[config.mk]
export PLATFORM = sky130hd
export DESIGN_NAME = uspill_seq
export DESIGN_NICKNAME = d
export VERILOG_FILES = /design/src/rtl/uspill_pkg.sv /design/src/rtl/uspill_tick_gen.sv /design/src/rtl/uspill_len_timer.sv /design/src/rtl/uspill_fsm.sv /design/src/rtl/uspill_seq.sv
export SDC_FILE = /design/constraint.sdc
export NUM_CORES = 1
export LEC_CHECK = 0
export ABC_AREA = 1
export BUFFER_PORTS_ARGS = -buffer_cell sky130_fd_sc_hd__buf_2
export CORE_ASPECT_RATIO = 0.8
export CORE_MARGIN = 4
export CORE_UTILIZATION = 45
export CTS_BUF_LIST = sky130_fd_sc_hd__clkbuf_16
export CTS_CLUSTER_DIAMETER = 30
export DETAILED_ROUTE_END_ITERATION = 10
export GPL_TIMING_DRIVEN = 0
export SYNTH_ARGS = -nofsm -noshare
export SYNTH_HDL_FRONTEND = slang
export SYNTH_SLANG_ARGS = --single-unit
[constraint.sdc]
create_clock -name clk -period 4.2 [get_ports clk]
set_input_delay 0.21 -clock clk [delete_from_list [all_inputs] [get_ports clk]]
set_output_delay 0.21 -clock clk [all_outputs]
set_load 0.01 [all_outputs]
[src/rtl/uspill_pkg.sv]
package uspill_pkg;
  typedef enum logic [1:0] {
    PH_IDLE = 2'b00,
    PH_ACQ  = 2'b01,
    PH_EXT  = 2'b10,
    PH_RDO  = 2'b11
  } phase_e;
endpackage

[src/rtl/uspill_tick_gen.sv]
module uspill_tick_gen #(
  parameter int DIV = 10
) (
  input  logic clk,
  input  logic rst_n,
  output logic tick
);
  localparam int W = (DIV > 2) ? $clog2(DIV) : 1;
  localparam logic [W-1:0] LAST = W'(DIV - 1);

  logic [W-1:0] cnt;

  always_ff @(posedge clk or negedge rst_n) begin
    if (!rst_n)           cnt <= '0;
    else if (cnt == LAST) cnt <= '0;
    else                  cnt <= cnt + 1'b1;
  end

  assign tick = (cnt == LAST);

  // strobe is a single-cycle pulse
  assert_tick_single_R11: assert property (@(posedge clk) disable iff (!rst_n)
    tick |=> !tick);
endmodule

[src/rtl/uspill_len_timer.sv]
module uspill_len_timer #(
  parameter int LEN_W = 24
) (
  input  logic             clk,
  input  logic             rst_n,
  input  logic             run,
  input  logic             tick,
  input  logic [LEN_W-1:0] len,
  output logic             elapsed
);
  logic [LEN_W-1:0] ticks;

  always_ff @(posedge clk or negedge rst_n) begin
    if (!rst_n)    ticks <= '0;
    else if (!run) ticks <= '0;
    else if (tick) ticks <= ticks + 1'b1;
  end

  // the tick that would complete the programmed count
  assign elapsed = (len != '0) && (({1'b0, ticks} + 1'b1) >= {1'b0, len});
endmodule

[src/rtl/uspill_fsm.sv]
module uspill_fsm
  import uspill_pkg::*;
#(
  parameter int CNT_W = 16
) (
  input  logic             clk,
  input  logic             rst_n,
  input  logic             tick,
  input  logic             spill_start,
  input  logic             spill_end,
  input  logic             mem_full,
  input  logic             busy_a,
  input  logic             busy_b,
  input  logic             veto,
  input  logic             elapsed,
  input  logic             len_zero,
  output phase_e           state,
  output logic [CNT_W-1:0] win_id
);
  phase_e nxt;
  logic   spill_act;
  logic   rf_seen;
  logic   quiet;

  assign quiet = !busy_a && !busy_b;

  always_ff @(posedge clk or negedge rst_n) begin
    if (!rst_n)           spill_act <= 1'b0;
    else if (spill_end)   spill_act <= 1'b0;
    else if (spill_start) spill_act <= 1'b1;
  end

  always_ff @(posedge clk or negedge rst_n) begin
    if (!rst_n)               rf_seen <= 1'b0;
    else if (state != PH_EXT) rf_seen <= 1'b0;
    else if (mem_full)        rf_seen <= 1'b1;
  end

  always_comb begin
    nxt = state;
    if (tick) begin
      unique case (state)
        PH_IDLE: if (spill_act && !veto && quiet) nxt = PH_ACQ;
        PH_ACQ:  if (len_zero ? !spill_act : elapsed) nxt = PH_EXT;
        PH_EXT:  if (rf_seen || mem_full) nxt = PH_RDO;
        PH_RDO:  if (quiet) nxt = (spill_act && !veto) ? PH_ACQ : PH_IDLE;
        default: nxt = PH_IDLE;
      endcase
    end
  end

  always_ff @(posedge clk or negedge rst_n) begin
    if (!rst_n) begin
      state  <= PH_IDLE;
      win_id <= '0;
    end else begin
      state <= nxt;
      if (state == PH_EXT && nxt == PH_RDO) win_id <= win_id + 1'b1;
    end
  end

  assert_phase_on_tick_R11: assert property (@(posedge clk) disable iff (!rst_n)
    !tick |=> $stable(state));

  assert_ext_holds_R4: assert property (@(posedge clk) disable iff (!rst_n)
    (state == PH_EXT && !rf_seen && !mem_full) |=> state == PH_EXT);

  assert_id_only_at_close_R5: assert property (@(posedge clk) disable iff (!rst_n)
    (state != PH_EXT) |=> $stable(win_id));

  assert_rdo_waits_busy_R6: assert property (@(posedge clk) disable iff (!rst_n)
    (state == PH_RDO && !quiet) |=> state == PH_RDO);

  assert_veto_blocks_R8: assert property (@(posedge clk) disable iff (!rst_n)
    (veto && (state == PH_IDLE || state == PH_RDO)) |=> state != PH_ACQ);

  assert_idle_after_end_R9: assert property (@(posedge clk) disable iff (!rst_n)
    (state == PH_IDLE && !spill_act) |=> state == PH_IDLE);
endmodule

[src/rtl/uspill_seq.sv]
module uspill_seq
  import uspill_pkg::*;
#(
  parameter int DIV     = 10,
  parameter int LEN_W   = 24,
  parameter int CNT_W   = 16,
  parameter int LEN_RST = 5
) (
  input  logic             clk,
  input  logic             rst_n,
  input  logic             spill_start,
  input  logic             spill_end,
  input  logic             mem_full,
  input  logic             busy_a,
  input  logic             busy_b,
  input  logic             sw_veto,
  input  logic             len_we,
  input  logic [LEN_W-1:0] len_wdata,
  output logic             acq_window,
  output logic [CNT_W-1:0] window_id,
  output logic [1:0]       phase
);
  logic             tick;
  logic             elapsed;
  logic [LEN_W-1:0] len_q;
  phase_e           state;

  always_ff @(posedge clk or negedge rst_n) begin
    if (!rst_n)      len_q <= LEN_W'(LEN_RST);
    else if (len_we) len_q <= len_wdata;
  end

  uspill_tick_gen #(.DIV(DIV)) u_tick (
    .clk(clk), .rst_n(rst_n), .tick(tick)
  );

  uspill_len_timer #(.LEN_W(LEN_W)) u_timer (
    .clk(clk), .rst_n(rst_n), .run(state == PH_ACQ), .tick(tick),
    .len(len_q), .elapsed(elapsed)
  );

  uspill_fsm #(.CNT_W(CNT_W)) u_fsm (
    .clk(clk), .rst_n(rst_n), .tick(tick),
    .spill_start(spill_start), .spill_end(spill_end), .mem_full(mem_full),
    .busy_a(busy_a), .busy_b(busy_b), .veto(sw_veto),
    .elapsed(elapsed), .len_zero(len_q == '0),
    .state(state), .win_id(window_id)
  );

  assign acq_window = (state == PH_ACQ) || (state == PH_EXT);
  assign phase      = state;
endmodule

==> results.toml, run 1 <==
[status]
status = "finished, final reports clean"

[drt]
vias = 3837
dr.pass1.iters = 5
ant_nets = 0
wl_per_cell_um = 14.1
wl_um = 10700
drtIter0Drc = 222
drc = 0
viasPerCell = 5.06

[power_and_ir_drop]
p_per_area_nw_per_um2 = 416
total_power_mw = 2.18
ir_drop_mv = 0.291
p_leak_nw = 2.76

[synth]
synth_seq_cells = 72
ys_warn_count = 0
post_synth.cell_area_avg_um2 = 7.83
ys_types = 34
synthesis.nets = 627
synth_top_family_by_area = "simple AND/OR/NAND/NOR gates"
muxShareOfSynthArea = 0.00255
yosys.area.top_type = "dfrtp_1"
synth_area_um2 = 4420
synth_xor_area_frac = 0.0575
synthAdderAreaFrac = 0.0850
synth_area_leaders = "dfrtp_1 40%, nand2_1 11%, ha_1 8.5%"
synthCells = 564
synth-compound-area-share = 0.0918
synth_seq_area_share = 0.408
synth_top_area_share = 0.396
synthSimpleGateAreaFrac = 0.261

[job]
cap_violations = 0

[global_routing]
antenna_found_initial = 0
grt_use_total = 0.193
grt_pass1_wl_um = 17900
grt_pass1_vias = 3702
overflow = 0
grt_max_degree = 41

[floorplanning]
core_area_um2 = 9610
initial_core_util = 0.460
dieArea_um2 = 11500
ios = 52
die_y_um = 96.6
fp-row-count = 32
die_width_um = 119

[worst_hold_path]
whs_path_depth = 2
hold_start = "spill_end"
holdCritPathClass = "in -> reg"
worstHoldEndpoint = "u_fsm.spill_act"

[setup_path]
cpPeakStageDelay_ps = 410
slowest_stage = "dfrtp_1"
cp.arrival_ps = 4030
r2r_cells = 31
regToRegSetupSlack_ps = 380
timing.rr.start = "u_timer.ticks[1]"
crit_top_cell = "nand2_1"
end_kind = "flip-flop"
crit_fanout = 10
critPathLaunchType = "flip-flop"
crit_required_ps = 4420
path_class = "reg -> reg"
worst_r2r_endpoint = "u_fsm.win_id[9]"

[finish]
multi_input_area_um2 = 2240
seqCellArea_um2 = 1810
fin_nets = 697
syn2layout_area_growth_pct = 18.5
fill_cells = 919
postLayoutCellArea_um2 = 5240
antennaDiodeCount = 0
drive_gt1_frac = 0.164

[sta]
final.setup_skew_ps = 6.77
period_minus_slack_ps = 3820
relSlewSlack = 0.544
setup_viol = 0
finalHoldViolCount = 0
max_freq_ghz = 0.262
maxSlewViolCount = 0
fin_crit_sh = 0.909
tightest_slew_ps = 682
worst_slack_ps = 384

[clock_network]
cts_buffers = 9
root_buffer = "clkbuf_16"
cts_tree = "done"
clk_latency_ps = 330
cts.sinks = 72
clkSlewWorstSetupHoldPaths_ps = 60
clk_path_buf_depth = 2
cts_max_level = 3

[place]
placed_area_um2 = 4840
gp_congestion = 0.876
hpwl_um = 8250
place_ws_ps = 163
numPortBuffers = 50
==> routing by layer <==
layer  global-route usage  wire length (um)  vias to the layer above
met5                    0                 0                        -
met4               0.0561               111                        0
met2                0.267              4450                       80
met1                0.301              5720                     1786
met3               0.0386               423                        9
li1                     -                 -                     1962
==> synthesized netlist by cell type (all sizes together) <==
library cell  instances
a22o                  3
dfstp                 2
a2111oi               1
nand4                24
nor4                  5
nand3                23
o21ai                37
ha                   30
nor2                 46
nand2               140
o22ai                13
nor3                 11
clkbuf                7
nand3b                2
xnor2                 5
or2                   1
xor2                 24
buf                   5
a21oi                15
mux2                  1
inv                  95
o21a                  3
dfrtp                70
a31oi                 1
==> sequential cells by signal (all words and copies together) (netlist names) <==
name,count
len_q,24
u_fsm.rf_seen,1
u_fsm.spill_act,1
u_fsm.state,2
u_fsm.win_id,16
u_tick.cnt,4
u_timer.ticks,24
==> worst max-delay path by stage <==
stage	from	endpoint	slack, ps
4_1_cts	u_timer.ticks[0]	u_fsm.win_id[12]	140
3_5_place_dp	u_timer.ticks[0]	u_fsm.win_id[12]	160
6_report	u_timer.ticks[1]	u_fsm.win_id[9]	380
5_1_grt	u_timer.ticks[1]	u_fsm.win_id[9]	-2
2_1_floorplan	u_timer.ticks[2]	u_fsm.win_id[7]	920
3_3_place_gp	u_timer.ticks[0]	u_fsm.win_id[8]	200
==> metrics by stage <==
stage | utilization | hold slack (ps) | setup TNS, ps | std cells
floorplan | - | -85.6 | 0 | 564
finish | 0.545 | 18.5 | 0 | 758
detailed placement | 0.504 | 198 | 0 | 734
global placement | 0.501 | 361 | 0 | 733
CTS | 0.534 | 12.7 | 0 | 751
global route | 0.545 | 18.5 | -1.67 | 758
==> critical path, delay by kind of cell, from the launching register on <==
family        cells  cell delay [ps]
fa+ha+maj         1              270
simple gates     27             2560
xor+xnor          1              210
buf+inv           2              240
flops             1              410
==> kinds of logic after synthesis <==
kind of cell | count (synthesis)
simple gates | 252
buf+inv | 107
compound gates | 73
flops | 72
fa+ha+maj | 30
xor+xnor | 29
mux | 1
==> layout by cell type (no fill, tap or decap), types with 2 or more instances in the layout <==
cell and count:
nand2_1 132, inv_1 98, dfrtp_1 68, buf_2 51, nor2_1 38, o21ai_0 36
ha_1 30, xor2_1 24, nand4_1 24, nand3_1 19, a21oi_1 15, o22ai_1 13
buf_4 10, nor3_1 9, clkbuf_16 9, clkbuf_1 7, nand2_2 6, nor2_4 5
xnor2_1 5, nor4_1 4, nor2_2 3, o21a_1 3, a22o_1 3, clkinv_2 3
nand3_4 2, nand3_2 2, nor3_2 2, nand3b_1 2, nand2_4 2, dfstp_2 2
dfrtp_2 2
==> area by class of cell <==
type	count	area share
clock buffers	9	0.0430
multi-input cells	385	0.429
inverters	95	0.0681
flip-flops and latches	72	0.345
well taps	119	0.0284
plain buffers	12	0.0120
clock inverters	7	0.0108
repair buffers	59	0.0641
==> power by group <==
part,total (mW),leakage [nW],internal (mW),switching [mW]
Sequential,0.797,0.936,0.746,0.0513
Combinational,0.650,1.67,0.231,0.419
Clock,0.732,0.153,0.450,0.282
==> repair_timing <==
action / in CTS / in global routing
resized for setup: 0 / 14
hold buffers: 1 / 0
setup endpoints to repair: 0 / 18
endpoints found under the hold margin: 32 / 0
buffers inserted: 0 / 7
(Power assumes the default switching activity.)
==> inputs of run 2 (changes only) <==
ABC_AREA = 0   (was 1)
==> results.toml, run 2 <==
[status]
status = "finished, final reports clean"

[setup_path]
timing.rr.start = "u_timer.ticks[0]"
r2r_cells = 14
cp.arrival_ps = 3880
critPathLaunchType = "flip-flop"
worstSetupStartpoint = "u_timer.ticks[0]"
end_kind = "flip-flop"
crit_fanout = 7
crit_required_ps = 4420
path_class = "reg -> reg"

[global_routing]
grt_use_total = 0.182
grt_use_met2 = 0.252
grt_pass1_wl_um = 16100
grt_max_degree = 40
overflow = 0
top_usage_layer = "met1"
met3_usage = 0.0558
met1_usage = 0.268
grt_pass1_vias = 3221
antenna_found_initial = 0

[power_and_ir_drop]
p_clk_frac = 0.384
p_leak_nw = 2.40
combPwrFrac = 0.185
p_sw_mw = 0.525
intPower_mw = 1.26
p_per_area_nw_per_um2 = 358
swShare = 0.293
ir_drop_mv = 0.148
power_frac_seq = 0.431

[floorplanning]
die_width_um = 117
ios = 52
core_area_um2 = 9190
dieArea_um2 = 11200
fp-row-count = 31
die_y_um = 95.5
initial_core_util = 0.468

[drt]
wl_per_cell_um = 15.1
dr.pass1.iters = 4
drtIter0Drc = 255
drc = 0
viasPerCell = 5.28
wl_um = 9770
ant_nets = 0
vias = 3415

[clock_network]
cts_buffers = 9
post_cts_buffers = 0
cts_max_level = 3
cts_tree = "done"
clk_path_buf_depth = 2
cts.sinks = 72
cts_resized = 0
clk_latency_ps = 340
cts_hold_buffers = 1
root_buffer = "clkbuf_16"
clkSlewWorstSetupHoldPaths_ps = 60

[place]
gp_congestion = 0.800
hpwl_um = 7380
place_ws_ps = 595
numPortBuffers = 50

[finish]
drive_gt1_frac = 0.160
antennaDiodeCount = 0
final_common_cell = "dfrtp_1"
fin_nets = 590
largestRegisters = "len_q x24, u_timer.ticks x24, u_fsm.win_id x16"
final_cell_mix = "70 x dfrtp_1, 57 x nand2_1, 51 x buf_2"
syn2layout_area_growth_pct = 16.1

[worst_hold_path]
holdCritPathClass = "in -> reg"
whs_path_depth = 2
hold_start = "spill_end"

[synth]
synth_edf_count = 0
synth_seq_area_share = 0.419
synth_seq_cells = 72
synth_area_leaders = "dfrtp_1 41%, ha_1 8.7%, xnor2_1 6.1%"
synth_top_flop_cell = "dfrtp_1"
synthCells = 464
yosys.area.top_type = "dfrtp_1"
post_synth.cell_area_avg_um2 = 9.28
ys_warn_count = 0
synth_top_area_share = 0.407
synthTopCellsByCount = "70 x dfrtp_1, 57 x nand2_1, 36 x o21ai_0"
synth_area_um2 = 4310
synthesis.nets = 527
ys_types = 51
synthArstFlopShare = 1.00
synth.most_common_cell = "dfrtp_1"

[sta]
max_freq_ghz = 0.273
maxSlewViolCount = 0
tightest_slew_ps = 501
fin_crit_sh = 0.872
setup_viol = 0
rsz0062_at_grt = "false"
relSlewSlack = 0.664
worst_slack_ps = 537
finalHoldViolCount = 0
fin_setup_tns_ps = 0
final.setup_skew_ps = 6.07
period_minus_slack_ps = 3660

[job]
cap_violations = 0
## run 2: area by class of cell
class                      count  area [um2]
buffer                        16        70.1
clock buffer                   9         225
clock inverter                 7        40.0
fill                         863        4200
inverter                      29         109
multi-input combinational    347        2320
sequential                    72        1800
tap                          115         144
timing repair buffer          52         283
## run 2: path summary, 6_finish.rpt
check | to | slack [ps]
worst max-delay path | u_fsm.state[0] | 540
worst min-delay path | u_fsm.spill_act | 10
worst max register to register | u_fsm.state[0] | 540
worst min register to register | u_fsm.win_id[15] | 470
max in group asynchronous | len_q[2] | 3190
min in group asynchronous | len_q[19] | 370
## run 2: routing by layer
layer | part of all wire | up-vias
met5 | 0 | -
met4 | 0.013 | 0
met3 | 0.051 | 15
met2 | 0.41 | 60
met1 | 0.53 | 1608
li1 | - | 1732
## run 2: metrics by stage
| step | instance area (um2) | utilization | power (mW) | hold WS, ps | std cells |
|---|---|---|---|---|---|
| after floorplan | 4310 | - | 0.994 | -85.6 | 464 |
| after global placement | 4700 | 0.511 | 1.10 | 368 | 629 |
| after detailed placement | 4720 | 0.514 | 1.12 | 207 | 630 |
| after CTS | 5000 | 0.544 | 1.81 | 4.24 | 647 |
| after global routing | 5000 | 0.544 | 1.88 | 17.3 | 647 |
| final | 5000 | 0.544 | 1.79 | 12.2 | 647 |
## run 2: power groups by stage
stage	registers, mW	clock network, mW	logic, mW
2_1_floorplan	0.780	0	0.214
3_3_place_gp	0.782	0	0.321
3_5_place_dp	0.784	0	0.334
4_1_cts	0.772	0.703	0.336
5_1_grt	0.778	0.733	0.371
6_report	0.771	0.686	0.331
## run 2: logic make-up after synthesis
logic type,Yosys count,synth area share
compound gates,79,0.110
simple gates,179,0.220
fa+ha+maj,30,0.0872
flops,72,0.419
xor+xnor,55,0.112
mux,4,0.0102
buf+inv,45,0.0416
## run 2: worst max-delay path, stage by stage, from the launching register on
cell     delay (ps)
dfrtp_1         450
ha_1            260
and4_1          310
and3_1          180
buf_1           280
and3_1          240
nand3_1         100
xnor2_1         160
ha_1            310
nand4_1         160
nor4_1          410
a32oi_1         110
a31oi_1         190
a21oi_1         110
o31a_1          260
==> inputs of run 3 (changes only) <==
--- a/config.mk
+++ b/config.mk
@@ -15,4 +15,5 @@
 export DETAILED_ROUTE_END_ITERATION = 10
 export GPL_TIMING_DRIVEN = 0
+export PLACE_DENSITY = 0.74
 export SYNTH_ARGS = -nofsm -noshare
 export SYNTH_HDL_FRONTEND = slang
==> constraint.sdc (replaced) <==
create_clock -name clk -period 4.2 [get_ports clk]
set_input_delay 0.63 -clock clk [delete_from_list [all_inputs] [get_ports clk]]
set_output_delay 0.63 -clock clk [all_outputs]
set_load 0.01 [all_outputs]
==> results.toml, run 3 (synthesized netlist as in run 2, its figures left out) <==
[floorplanning]
ios = 52
core_area_um2 = 9190
die_width_um = 117
dieArea_um2 = 11200
fp-row-count = 31
initial_core_util = 0.468
die_y_um = 95.5

[global_routing]
antenna_found_initial = 0
grt_max_degree = 73
overflow = 0
grt_pass1_wl_um = 16400
grt_use_total = 0.182
grt_pass1_vias = 3369

[drt]
drtIter0Drc = 243
wl_um = 9770
wl_per_cell_um = 15.1
vias = 3479
ant_nets = 0
dr.pass1.iters = 5
drc = 0
viasPerCell = 5.39

[sta]
finalHoldViolCount = 0
fin_setup_tns_ps = 0
tightest_slew_ps = 469
worst_slack_ps = 545
max_freq_ghz = 0.274
final.setup_skew_ps = 7.45
holdWs_ps = 288
rsz0062_at_grt = "false"
maxSlewViolCount = 0
fin_crit_sh = 0.870
setup_viol = 0
relSlewSlack = 0.686
period_minus_slack_ps = 3650

[clock_network]
root_buffer = "clkbuf_16"
clk_latency_ps = 330
cts.sinks = 72
cts_hold_buffers = 0
cts_resized = 0
cts_max_level = 3
cts_buffers = 9
cts_tree = "done"
post_cts_buffers = 0
clk_path_buf_depth = 2
clkSlewWorstSetupHoldPaths_ps = 60

[place]
numPortBuffers = 50
dp_cells = 630
place_ws_ps = 618
hpwl_um = 7250
gp_congestion = 0.851

[setup_path]
end_kind = "flip-flop"
critPathLaunchType = "flip-flop"
r2r_cells = 14
slowest_stage = "dfrtp_1"
cpPeakStageDelay_ps = 440
worst_r2r_endpoint = "u_fsm.state[0]"
cp_cell_sequence = "ha_1 -> and4_1 -> and3_1 -> buf_1 -> and3_1 -> nand3_1 -> xnor2_1 -> ha_1 -> nand4_1 -> nor4_1 -> a32oi_1 -> a31oi_1 -> a21oi_1 -> o31a_1"
regToRegSetupSlack_ps = 550
crit_required_ps = 4410
cp.arrival_ps = 3870
path_class = "reg -> reg"
cpLargestDelayFamily = "simple AND/OR/NAND/NOR gates"
path_buf_inv = 1
timing.rr.start = "u_timer.ticks[0]"
crit_fanout = 7

[finish]
seqCellArea_um2 = 1800
fin_nets = 589
final_cell_mix = "70 x dfrtp_1, 57 x nand2_1, 51 x buf_2"
antennaDiodeCount = 0
multi_input_area_um2 = 2320
final_common_cell = "dfrtp_1"
syn2layout_area_growth_pct = 17.9
final_cells = 646
fill_cells = 801
drive_gt1_frac = 0.162
largestRegisters = "len_q x24, u_timer.ticks x24, u_fsm.win_id x16"

[power_and_ir_drop]
ir_drop_mv = 0.213
p_per_area_nw_per_um2 = 390
total_power_mw = 1.98
p_leak_nw = 2.43

[status]
status = "finished, final reports clean"

[job]
cap_violations = 0

[worst_hold_path]
holdCritPathClass = "in -> async"
run 3: where the power goes:
group	leakage [nW]	switching, mW	internal, mW
registers	0.941	0.0368	0.734
logic	1.32	0.200	0.137
clock network	0.166	0.292	0.580
run 3: area by class of cell:
type / instances / share of cell area
buffer: 16 / 0.0138
clock buffer: 9 / 0.0444
clock inverter: 7 / 0.0237
inverter: 29 / 0.0214
multi-input combinational: 347 / 0.458
sequential: 72 / 0.356
tap: 115 / 0.0284
timing repair buffer: 51 / 0.0552
run 3: worst register-to-register path: stages (launching register included):
cell	delay, ps
dfrtp_1	440
ha_1	270
and4_1	310
and3_1	180
buf_1	280
and3_1	240
nand3_1	100
xnor2_1	170
ha_1	300
nand4_1	140
nor4_1	430
a32oi_1	120
a31oi_1	210
a21oi_1	100
o31a_1	270
run 3: worst max path at each step:
stage | cells after the start | endpoint | slack (ps) | startpoint
2_1_floorplan | 14 | u_fsm.state[0] | 1160 | u_timer.ticks[0]
3_3_place_gp | 14 | u_fsm.state[0] | 650 | u_timer.ticks[0]
3_5_place_dp | 14 | u_fsm.state[0] | 620 | u_timer.ticks[0]
4_1_cts | 14 | u_fsm.state[0] | 570 | u_timer.ticks[0]
5_1_grt | 14 | u_fsm.state[0] | 360 | u_timer.ticks[0]
6_report | 14 | u_fsm.state[0] | 550 | u_timer.ticks[0]
run 3: metal layers:
metal / part of all wire / global-route usage / vias to the layer above
met4: 0.018 / 0.0605 / 0
met2: 0.46 / 0.298 / 70
met1: 0.47 / 0.238 / 1663
met3: 0.046 / 0.0469 / 13
met5: 0 / 0 / -
li1: - / - / 1733
run 3: metrics by stage:
step	utilization	instance area, um2
6_report	0.552	5070
5_1_grt	0.552	5070
2_1_floorplan	-	4310
3_3_place_gp	0.511	4700
3_5_place_dp	0.514	4730
4_1_cts	0.552	5070
